`config.mk`:
```
export PLATFORM = sky130hd
export DESIGN_NAME = cam_crop_capture
export DESIGN_NICKNAME = d
export VERILOG_FILES = /design/src/rtl/cam_pkg.sv /design/src/rtl/cam_sampler.sv /design/src/rtl/cam_window.sv /design/src/rtl/cam_pack_fifo.sv /design/src/rtl/cam_crop_capture.sv
export SDC_FILE = /design/constraint.sdc
export NUM_CORES = 1
export LEC_CHECK = 0
export CAP_MARGIN = 30
export CORE_UTILIZATION = 45
export DETAILED_ROUTE_END_ITERATION = 7
export PLACE_DENSITY = 0.73
export SLEW_MARGIN = 20
export SYNTH_ARGS = -nofsm -noshare
export SYNTH_HDL_FRONTEND = slang
export SYNTH_SLANG_ARGS = --single-unit
```
`constraint.sdc`:
```
create_clock -name clk -period 7.5 [get_ports clk]
set_clock_uncertainty 0.05 [all_clocks]
set_input_delay 1.5 -clock clk [delete_from_list [all_inputs] [get_ports clk]]
set_output_delay 1.5 -clock clk [all_outputs]
set_load 0.02 [all_outputs]
```
`src/rtl/cam_pkg.sv`:
```
// Shared widths and the per-sample record of the camera capture block.
package cam_pkg;
    localparam int PIX_W  = 14;
    localparam int HALF_W = 16;
    localparam int WORD_W = 2 * HALF_W;

    // One pixel-clock sample after polarity decoding.
    typedef struct packed {
        logic             in_frame;
        logic             in_line;
        logic [PIX_W-1:0] data;
    } cam_sample_t;
endpackage

```
`src/rtl/cam_sampler.sv`:
```
// Pixel-clock edge detector and sync decoder.
// Assumes pix_clk, pix_data and the syncs are already synchronous to clk, and
// that each pix_clk level lasts at least one clk cycle. strobe is high for one
// cycle at the selected edge; smp carries the data and decoded sync states.
module cam_sampler
    import cam_pkg::*;
(
    input  logic             clk,
    input  logic             rst_n,
    input  logic             cfg_rise_edge,
    input  logic             cfg_hs_blank_hi,
    input  logic             cfg_vs_blank_hi,
    input  logic             pix_clk,
    input  logic [PIX_W-1:0] pix_data,
    input  logic             hsync,
    input  logic             vsync,
    output logic             strobe,
    output cam_sample_t      smp
);
    logic pclk_q;

    // Keep the previous pixel-clock level for edge detection.
    always_ff @(posedge clk) begin
        if (!rst_n) pclk_q <= 1'b0;
        else        pclk_q <= pix_clk;
    end

    // Select the active edge and decode the sync lines against their blanking level.
    always_comb begin
        strobe       = cfg_rise_edge ? (pix_clk & ~pclk_q) : (~pix_clk & pclk_q);
        smp.in_line  = hsync ^ cfg_hs_blank_hi;
        smp.in_frame = vsync ^ cfg_vs_blank_hi;
        smp.data     = pix_data;
    end
endmodule

```
`src/rtl/cam_window.sv`:
```
// Capture gating, line/pixel position counters and the crop-window test.
// Capture on/off is latched only on a strobe taken in frame blanking. Counters
// are cleared while capture is off. Outputs are registered one cycle after the
// strobe: acc_v marks a pixel to store, gap_v marks a frame-blanking sample.
module cam_window
    import cam_pkg::*;
#(
    parameter int CNT_W = 14
) (
    input  logic             clk,
    input  logic             rst_n,
    input  logic             strobe,
    input  cam_sample_t      smp,
    input  logic             cap_en,
    input  logic             cfg_embed_sync,
    input  logic [CNT_W-1:0] cfg_line_start,
    input  logic [CNT_W-1:0] cfg_pix_start,
    input  logic [CNT_W-1:0] cfg_line_span_m1,
    input  logic [CNT_W-1:0] cfg_pix_span_m1,
    output logic             run,
    output logic             acc_v,
    output logic [PIX_W-1:0] acc_d,
    output logic             gap_v
);
    logic [CNT_W-1:0] line_cnt, pix_cnt;
    logic             prev_valid;
    logic             valid, in_win;
    logic [CNT_W:0]   line_end, pix_end;

    // Saturating increment keeps a long line from wrapping back into the window.
    function automatic logic [CNT_W-1:0] sat_inc(input logic [CNT_W-1:0] v);
        return (&v) ? v : v + 1'b1;
    endfunction

    // Compute the valid-pixel flag and the inclusive window bounds.
    always_comb begin
        valid    = smp.in_frame & smp.in_line;
        line_end = {1'b0, cfg_line_start} + {1'b0, cfg_line_span_m1};
        pix_end  = {1'b0, cfg_pix_start} + {1'b0, cfg_pix_span_m1};
        in_win   = ({1'b0, line_cnt} >= {1'b0, cfg_line_start}) &&
                   ({1'b0, line_cnt} <= line_end) &&
                   ({1'b0, pix_cnt} >= {1'b0, cfg_pix_start}) &&
                   ({1'b0, pix_cnt} <= pix_end);
    end

    // Latch the capture enable only at frame-blanking samples.
    always_ff @(posedge clk) begin
        if (!rst_n)                          run <= 1'b0;
        else if (strobe && !smp.in_frame)    run <= cap_en;
    end

    // Track the line and pixel index of each sample within the frame.
    always_ff @(posedge clk) begin
        if (!rst_n || !run) begin
            line_cnt   <= '0;
            pix_cnt    <= '0;
            prev_valid <= 1'b0;
        end else if (strobe) begin
            prev_valid <= valid;
            if (!smp.in_frame) begin
                line_cnt <= '0;
                pix_cnt  <= '0;
            end else if (smp.in_line) begin
                pix_cnt  <= sat_inc(pix_cnt);
            end else begin
                pix_cnt  <= '0;
                if (prev_valid) line_cnt <= sat_inc(line_cnt);
            end
        end
    end

    // Register the store decision and the frame-gap marker.
    always_ff @(posedge clk) begin
        if (!rst_n) begin
            acc_v <= 1'b0;
            gap_v <= 1'b0;
            acc_d <= '0;
        end else begin
            acc_v <= strobe & run & valid & in_win & ~cfg_embed_sync;
            gap_v <= strobe & ~smp.in_frame;
            acc_d <= smp.data;
        end
    end

    AST_EMBED_NO_STORE: assert property (@(posedge clk) disable iff (!rst_n)
        (cfg_embed_sync && $past(cfg_embed_sync)) |-> !acc_v);
    AST_RUN_AT_BLANK: assert property (@(posedge clk) disable iff (!rst_n)
        (run != $past(run)) |-> $past(strobe && !smp.in_frame));
endmodule

```
`src/rtl/cam_pack_fifo.sv`:
```
// Pairs 14-bit pixels into 32-bit words and buffers them in a small FIFO.
// Assumes DEPTH is a power of two. A half-filled word is discarded at frame
// blanking. The whole store is cleared while capture is off. The overflow flag
// is sticky and cleared only by ovf_clr.
module cam_pack_fifo
    import cam_pkg::*;
#(
    parameter int DEPTH = 4,
    localparam int AW    = $clog2(DEPTH),
    localparam int LVL_W = AW + 1
) (
    input  logic              clk,
    input  logic              rst_n,
    input  logic              run,
    input  logic              acc_v,
    input  logic [PIX_W-1:0]  acc_d,
    input  logic              gap_v,
    input  logic              rd,
    input  logic              ovf_clr,
    output logic [WORD_W-1:0] rdata,
    output logic [LVL_W-1:0]  level,
    output logic              empty,
    output logic              ovf
);
    localparam int PADW = HALF_W - PIX_W;

    logic [PIX_W-1:0]  half_q;
    logic              half_v;
    logic [WORD_W-1:0] mem [DEPTH];
    logic [AW-1:0]     wp, rp;
    logic              push, pop, full, wr_ok;
    logic [WORD_W-1:0] word;

    // Decode the push, pop and full conditions and form the packed word.
    always_comb begin
        empty = (level == '0);
        full  = (level == LVL_W'(DEPTH));
        pop   = rd & ~empty;
        push  = run & acc_v & half_v;
        wr_ok = push & (~full | pop);
        word  = {{PADW{1'b0}}, acc_d, {PADW{1'b0}}, half_q};
        rdata = mem[rp];
    end

    // Hold the first pixel of each pair; drop it at frame blanking.
    always_ff @(posedge clk) begin
        if (!rst_n || !run) begin
            half_v <= 1'b0;
            half_q <= '0;
        end else if (gap_v) begin
            half_v <= 1'b0;
        end else if (acc_v) begin
            half_v <= ~half_v;
            if (!half_v) half_q <= acc_d;
        end
    end

    // Word storage; entries need no reset.
    always_ff @(posedge clk) begin
        if (wr_ok) mem[wp] <= word;
    end

    // Pointer and level bookkeeping.
    always_ff @(posedge clk) begin
        if (!rst_n || !run) begin
            wp    <= '0;
            rp    <= '0;
            level <= '0;
        end else begin
            if (wr_ok) wp <= wp + 1'b1;
            if (pop)   rp <= rp + 1'b1;
            level <= level + LVL_W'(wr_ok) - LVL_W'(pop);
        end
    end

    // Sticky overflow flag: a drop sets it and takes priority over a clear.
    always_ff @(posedge clk) begin
        if (!rst_n)                 ovf <= 1'b0;
        else if (push && !wr_ok)    ovf <= 1'b1;
        else if (ovf_clr)           ovf <= 1'b0;
    end

    AST_LEVEL_BOUND: assert property (@(posedge clk) disable iff (!rst_n)
        level <= LVL_W'(DEPTH));
    AST_OVF_STICKY: assert property (@(posedge clk) disable iff (!rst_n)
        (ovf && !ovf_clr) |=> ovf);
    AST_DROP_FLAGS: assert property (@(posedge clk) disable iff (!rst_n)
        (run && acc_v && half_v && full && !rd) |=> ovf);
    AST_STOP_EMPTIES: assert property (@(posedge clk) disable iff (!rst_n)
        $fell(run) |=> empty);
endmodule

```
`src/rtl/cam_crop_capture.sv`:
```
// Top level of the parallel camera capture block: sampler, crop window and
// packing FIFO, plus the DMA request. One clock domain is assumed.
module cam_crop_capture
    import cam_pkg::*;
#(
    parameter int CNT_W      = 14,
    parameter int FIFO_DEPTH = 4,
    localparam int LVL_W     = $clog2(FIFO_DEPTH) + 1
) (
    input  logic              clk,
    input  logic              rst_n,
    input  logic              cap_en,
    input  logic              cfg_embed_sync,
    input  logic              cfg_rise_edge,
    input  logic              cfg_hs_blank_hi,
    input  logic              cfg_vs_blank_hi,
    input  logic [CNT_W-1:0]  cfg_line_start,
    input  logic [CNT_W-1:0]  cfg_pix_start,
    input  logic [CNT_W-1:0]  cfg_line_span_m1,
    input  logic [CNT_W-1:0]  cfg_pix_span_m1,
    input  logic              dma_en,
    input  logic              ovf_clr,
    input  logic              pix_clk,
    input  logic [PIX_W-1:0]  pix_data,
    input  logic              hsync,
    input  logic              vsync,
    input  logic              fifo_rd,
    output logic [WORD_W-1:0] fifo_rdata,
    output logic [LVL_W-1:0]  fifo_level,
    output logic              fifo_empty,
    output logic              dma_req,
    output logic              ovf_flag
);
    logic             strobe, run, acc_v, gap_v;
    cam_sample_t      smp;
    logic [PIX_W-1:0] acc_d;

    cam_sampler u_sampler (
        .clk(clk), .rst_n(rst_n),
        .cfg_rise_edge(cfg_rise_edge),
        .cfg_hs_blank_hi(cfg_hs_blank_hi), .cfg_vs_blank_hi(cfg_vs_blank_hi),
        .pix_clk(pix_clk), .pix_data(pix_data), .hsync(hsync), .vsync(vsync),
        .strobe(strobe), .smp(smp)
    );

    cam_window #(.CNT_W(CNT_W)) u_window (
        .clk(clk), .rst_n(rst_n), .strobe(strobe), .smp(smp),
        .cap_en(cap_en), .cfg_embed_sync(cfg_embed_sync),
        .cfg_line_start(cfg_line_start), .cfg_pix_start(cfg_pix_start),
        .cfg_line_span_m1(cfg_line_span_m1), .cfg_pix_span_m1(cfg_pix_span_m1),
        .run(run), .acc_v(acc_v), .acc_d(acc_d), .gap_v(gap_v)
    );

    cam_pack_fifo #(.DEPTH(FIFO_DEPTH)) u_fifo (
        .clk(clk), .rst_n(rst_n), .run(run),
        .acc_v(acc_v), .acc_d(acc_d), .gap_v(gap_v),
        .rd(fifo_rd), .ovf_clr(ovf_clr),
        .rdata(fifo_rdata), .level(fifo_level), .empty(fifo_empty), .ovf(ovf_flag)
    );

    // DMA request follows FIFO occupancy while enabled.
    always_comb dma_req = dma_en & ~fifo_empty;

    AST_DMA_NEEDS_DATA: assert property (@(posedge clk) disable iff (!rst_n)
        dma_req |-> (fifo_level != '0));
endmodule

```
==> impl_results.md <==
* DR DRC count at 0
* Worst skew pair latency at 0.43 ns
* Fin crit share at 64.0%
* DP Area at 0.0110 mm^2
* Max incr delay on CP at 0.49 ns
* Worst-Margin Slew at 0.856 ns
* TritonCTS sink count at 184
* Critical Path End: u_window.acc_v$_SDFF_PN0_
* DR pass1 iterations at 4
* Core box area at 0.0206 mm^2
* Top_reg_cell synth: edfxtp_1
* Static leakage at 0.00420 uW
* Root Driver: clkbuf_16
* Antenna Nets Post-Route at 0
* RR Startpoint: u_fifo.level[1]$_SDFF_PP0_
* Initial antenna violation count at 1
* Cell Area, Synth at 0.00957 mm^2
* Launch point of the worst hold path: u_window.gap_v$_SDFF_PN0_
* Final slew viol count at 0
* Post-Route WL at 19.8 mm
* Post-DP HPWL at 14.2 mm
* CP Capture Type: flip-flop
* Area grow syn2layout at 21.4%
* TritonCTS Buffers at 17
* Crit path kind: input port to flip-flop
* Clock Path Buffers at 2
* Worst Setup SP: cfg_line_start[0]
* Critical path arrival at 5.05 ns
* Flop-to-flop setup slack at 5.23 ns
* Clk pin slew, worst setup/hold paths at 0.07 ns
* Required time of the worst setup path at 7.75 ns
* Commonest cells after routing, fill and taps aside: clkdlybuf4s50_1, edfxtp_1, ha_1
* Fillers at 1753
* Netlist cell types at 62
* Worst reg-to-reg path cell count at 10
* IO Port Bufs at 116
* Sequential area share after synthesis at 50.2%
* Largest net degree at the start of global routing at 29
* RD Place Congestion at 0.868
* Outcome: finished clean
* HP Class: flip-flop to flip-flop
* Hold Vio Cnt, Final at 0
* Worst vdd ir at 0.000119 V
* Mean routed wirelength per cell at 16.3 um
* Syn. warnings at 0
* Inserted Diodes at 0
* Crit path launch type: input port
* Max Fclk at 208 MHz
* First-pass GRT wire length at 32.9 mm
* Die Ht at 148 um
* Initial core utilization at 46.5%
* Setup TNS at 0 ns
* Final setup vio count at 0
* Post-CTS Setup Inserts at 0
* EDFF count, synth at 112
* Layout cells sized above 1 at 8.70%
* Critical path's slowest cell: clkdlybuf4s50_1
* Async SR Flop Fraction at 0%
* Via count at 6580
* Crit path cell chain: clkdlybuf4s50_1 -> ha_1 -> inv_1 -> fa_1 -> nor2b_1 -> o31a_1 -> o211ai_1 -> a21o_1 -> nor4b_1 -> a311oi_1 -> ha_1 -> and3_1 -> and3_1 -> o221ai_1 -> and3_1 -> o31ai_1 -> nor4_1
* Depth of the CTS H-tree at 4
* GR Util All Layers at 19.2%
* Area of the die at 0.0218 mm^2
* Die W at 148 um
* # rows at 52
* Via/cell ratio at 5.42
* Slew Limit Headroom at 42.8%
* Post-CTS Hold Buffers at 0
* Power Dens Cells at 189 mW/mm^2
* Boundary Pins at 121
* First DRT Iteration DRCs at 442
* CP Max Fanout at 4
* Syn_area_per_cell at 11.8 um^2
* CTS tree: yes
* Minimum clock period at 4.80 ns
* Mapped Cells at 811
* Most common cell after layout, fill and taps aside: clkdlybuf4s50_1
* Most frequent CP cell: and3_1
* Synth Register Bits at 184
* Worst reg2reg endpoint: u_fifo.level[2]$_SDFF_PP0_
* Vias in the first global route at 6600
* Final Cell Area at 0.0116 mm^2
* Fin nets at 1108
* RSZ-0062 raised after global routing: false
* Grt total ovfl at 0
* Post_cts resized at 0
* Maxcap violations at 0
==> cell families after synthesis <==
| kind of cell | share of synthesized area [%] |
|---|---|
| xor+xnor | 4.58 |
| fa+ha+maj | 12.7 |
| other cells | 0.0392 |
| simple gates | 13.9 |
| mux | 6.80 |
| compound gates | 8.92 |
| flops | 50.2 |
| buf+inv | 2.85 |
==> cells in the mapped netlist, types with 10 or more instances <==
library cell	n	area, um^2
a211oi_1	10	75.1
a21o_1	14	105
a21oi_1	45	225
and2_1	20	125
and3_1	12	75.1
clkbuf_1	12	45.0
dfxtp_1	72	1440
edfxtp_1	112	3360
ha_1	92	1150
inv_1	43	161
mux4_2	28	631
nand2_1	53	199
nand2b_1	11	68.8
nand3_1	28	140
nand4_1	10	62.6
nor2_1	59	221
nor3_1	14	70.1
o21ai_0	27	135
xnor2_1	29	254
xor2_1	21	184
==> critical path: cells and delay by family <==
kind	cells	cell delay (ns)
buffers and inverters	2	0.55
AO/OA/AOI/OAI	6	1.27
adder cells (fa/ha/maj)	3	0.78
AND/OR/NAND/NOR	6	0.93
==> where the power goes <==
part | total (uW) | internal, uW | switching, uW
Clock | 884 | 507 | 378
Combinational | 229 | 113 | 116
Sequential | 1080 | 1070 | 6.15
Total | 2190 | 1690 | 499
==> state kept, by name (all words and copies together) (netlist names), named ones only <==
signal and flops:
u_window.pix_cnt 14, u_fifo.wp 2, u_sampler.pclk_q 1, u_window.line_cnt 14
u_fifo.level 3, u_window.run 1, u_window.acc_d 14, u_fifo.ovf 1
u_fifo.half_q 14, u_window.prev_valid 1, u_fifo.rp 2, u_window.acc_v 1
u_window.gap_v 1, u_fifo.mem 112, u_fifo.half_v 1
==> through the flow <==
stage	setup slack, ns	hold slack [ns]	total power (uW)	cells	util [%]
4_1_cts	2.67	0.408	2200	1213	56.5
2_1_floorplan	3.26	0.364	1240	814	-
5_1_grt	2.51	0.436	2280	1213	56.5
3_5_place_dp	2.21	0.402	1330	1181	53.6
6_report	2.70	0.409	2190	1213	56.5
3_3_place_gp	2.29	0.400	1320	1179	53.4
==> layer usage <==
layer / routed length [um] / track usage, % / up-vias / share of wire (%)
met2: 10100 / 33.4 / 169 / 51
li1: - / - / 3247 / -
met3: 818 / 3.40 / 13 / 4.1
met4: 180 / 4.95 / 0 / 0.91
met1: 8690 / 24.7 / 3151 / 44
met5: 0 / 0 / - / 0
==> worst min path at each step <==
stage                                            end  depth (start not counted)
after detailed placement  u_fifo.half_v$_SDFFE_PP0P_                          1
final                     u_fifo.half_v$_SDFFE_PP0P_                          1
after global routing      u_fifo.half_v$_SDFFE_PP0P_                          1
after floorplan           u_fifo.half_v$_SDFFE_PP0P_                          1
after global placement    u_fifo.half_v$_SDFFE_PP0P_                          1
after CTS                 u_fifo.half_v$_SDFFE_PP0P_                          1
==> layout make-up <==
type,instances,area (um^2),share of cell area (%)
tap,270,338,2.91
clock buffer,21,450,3.88
clock inverter,11,139,1.20
sequential,184,4810,41.4
inverter,43,161,1.39
timing repair buffer,119,1210,10.4
multi-input combinational,565,4510,38.8
No activity file was read; power rests on OpenSTA's default activity.
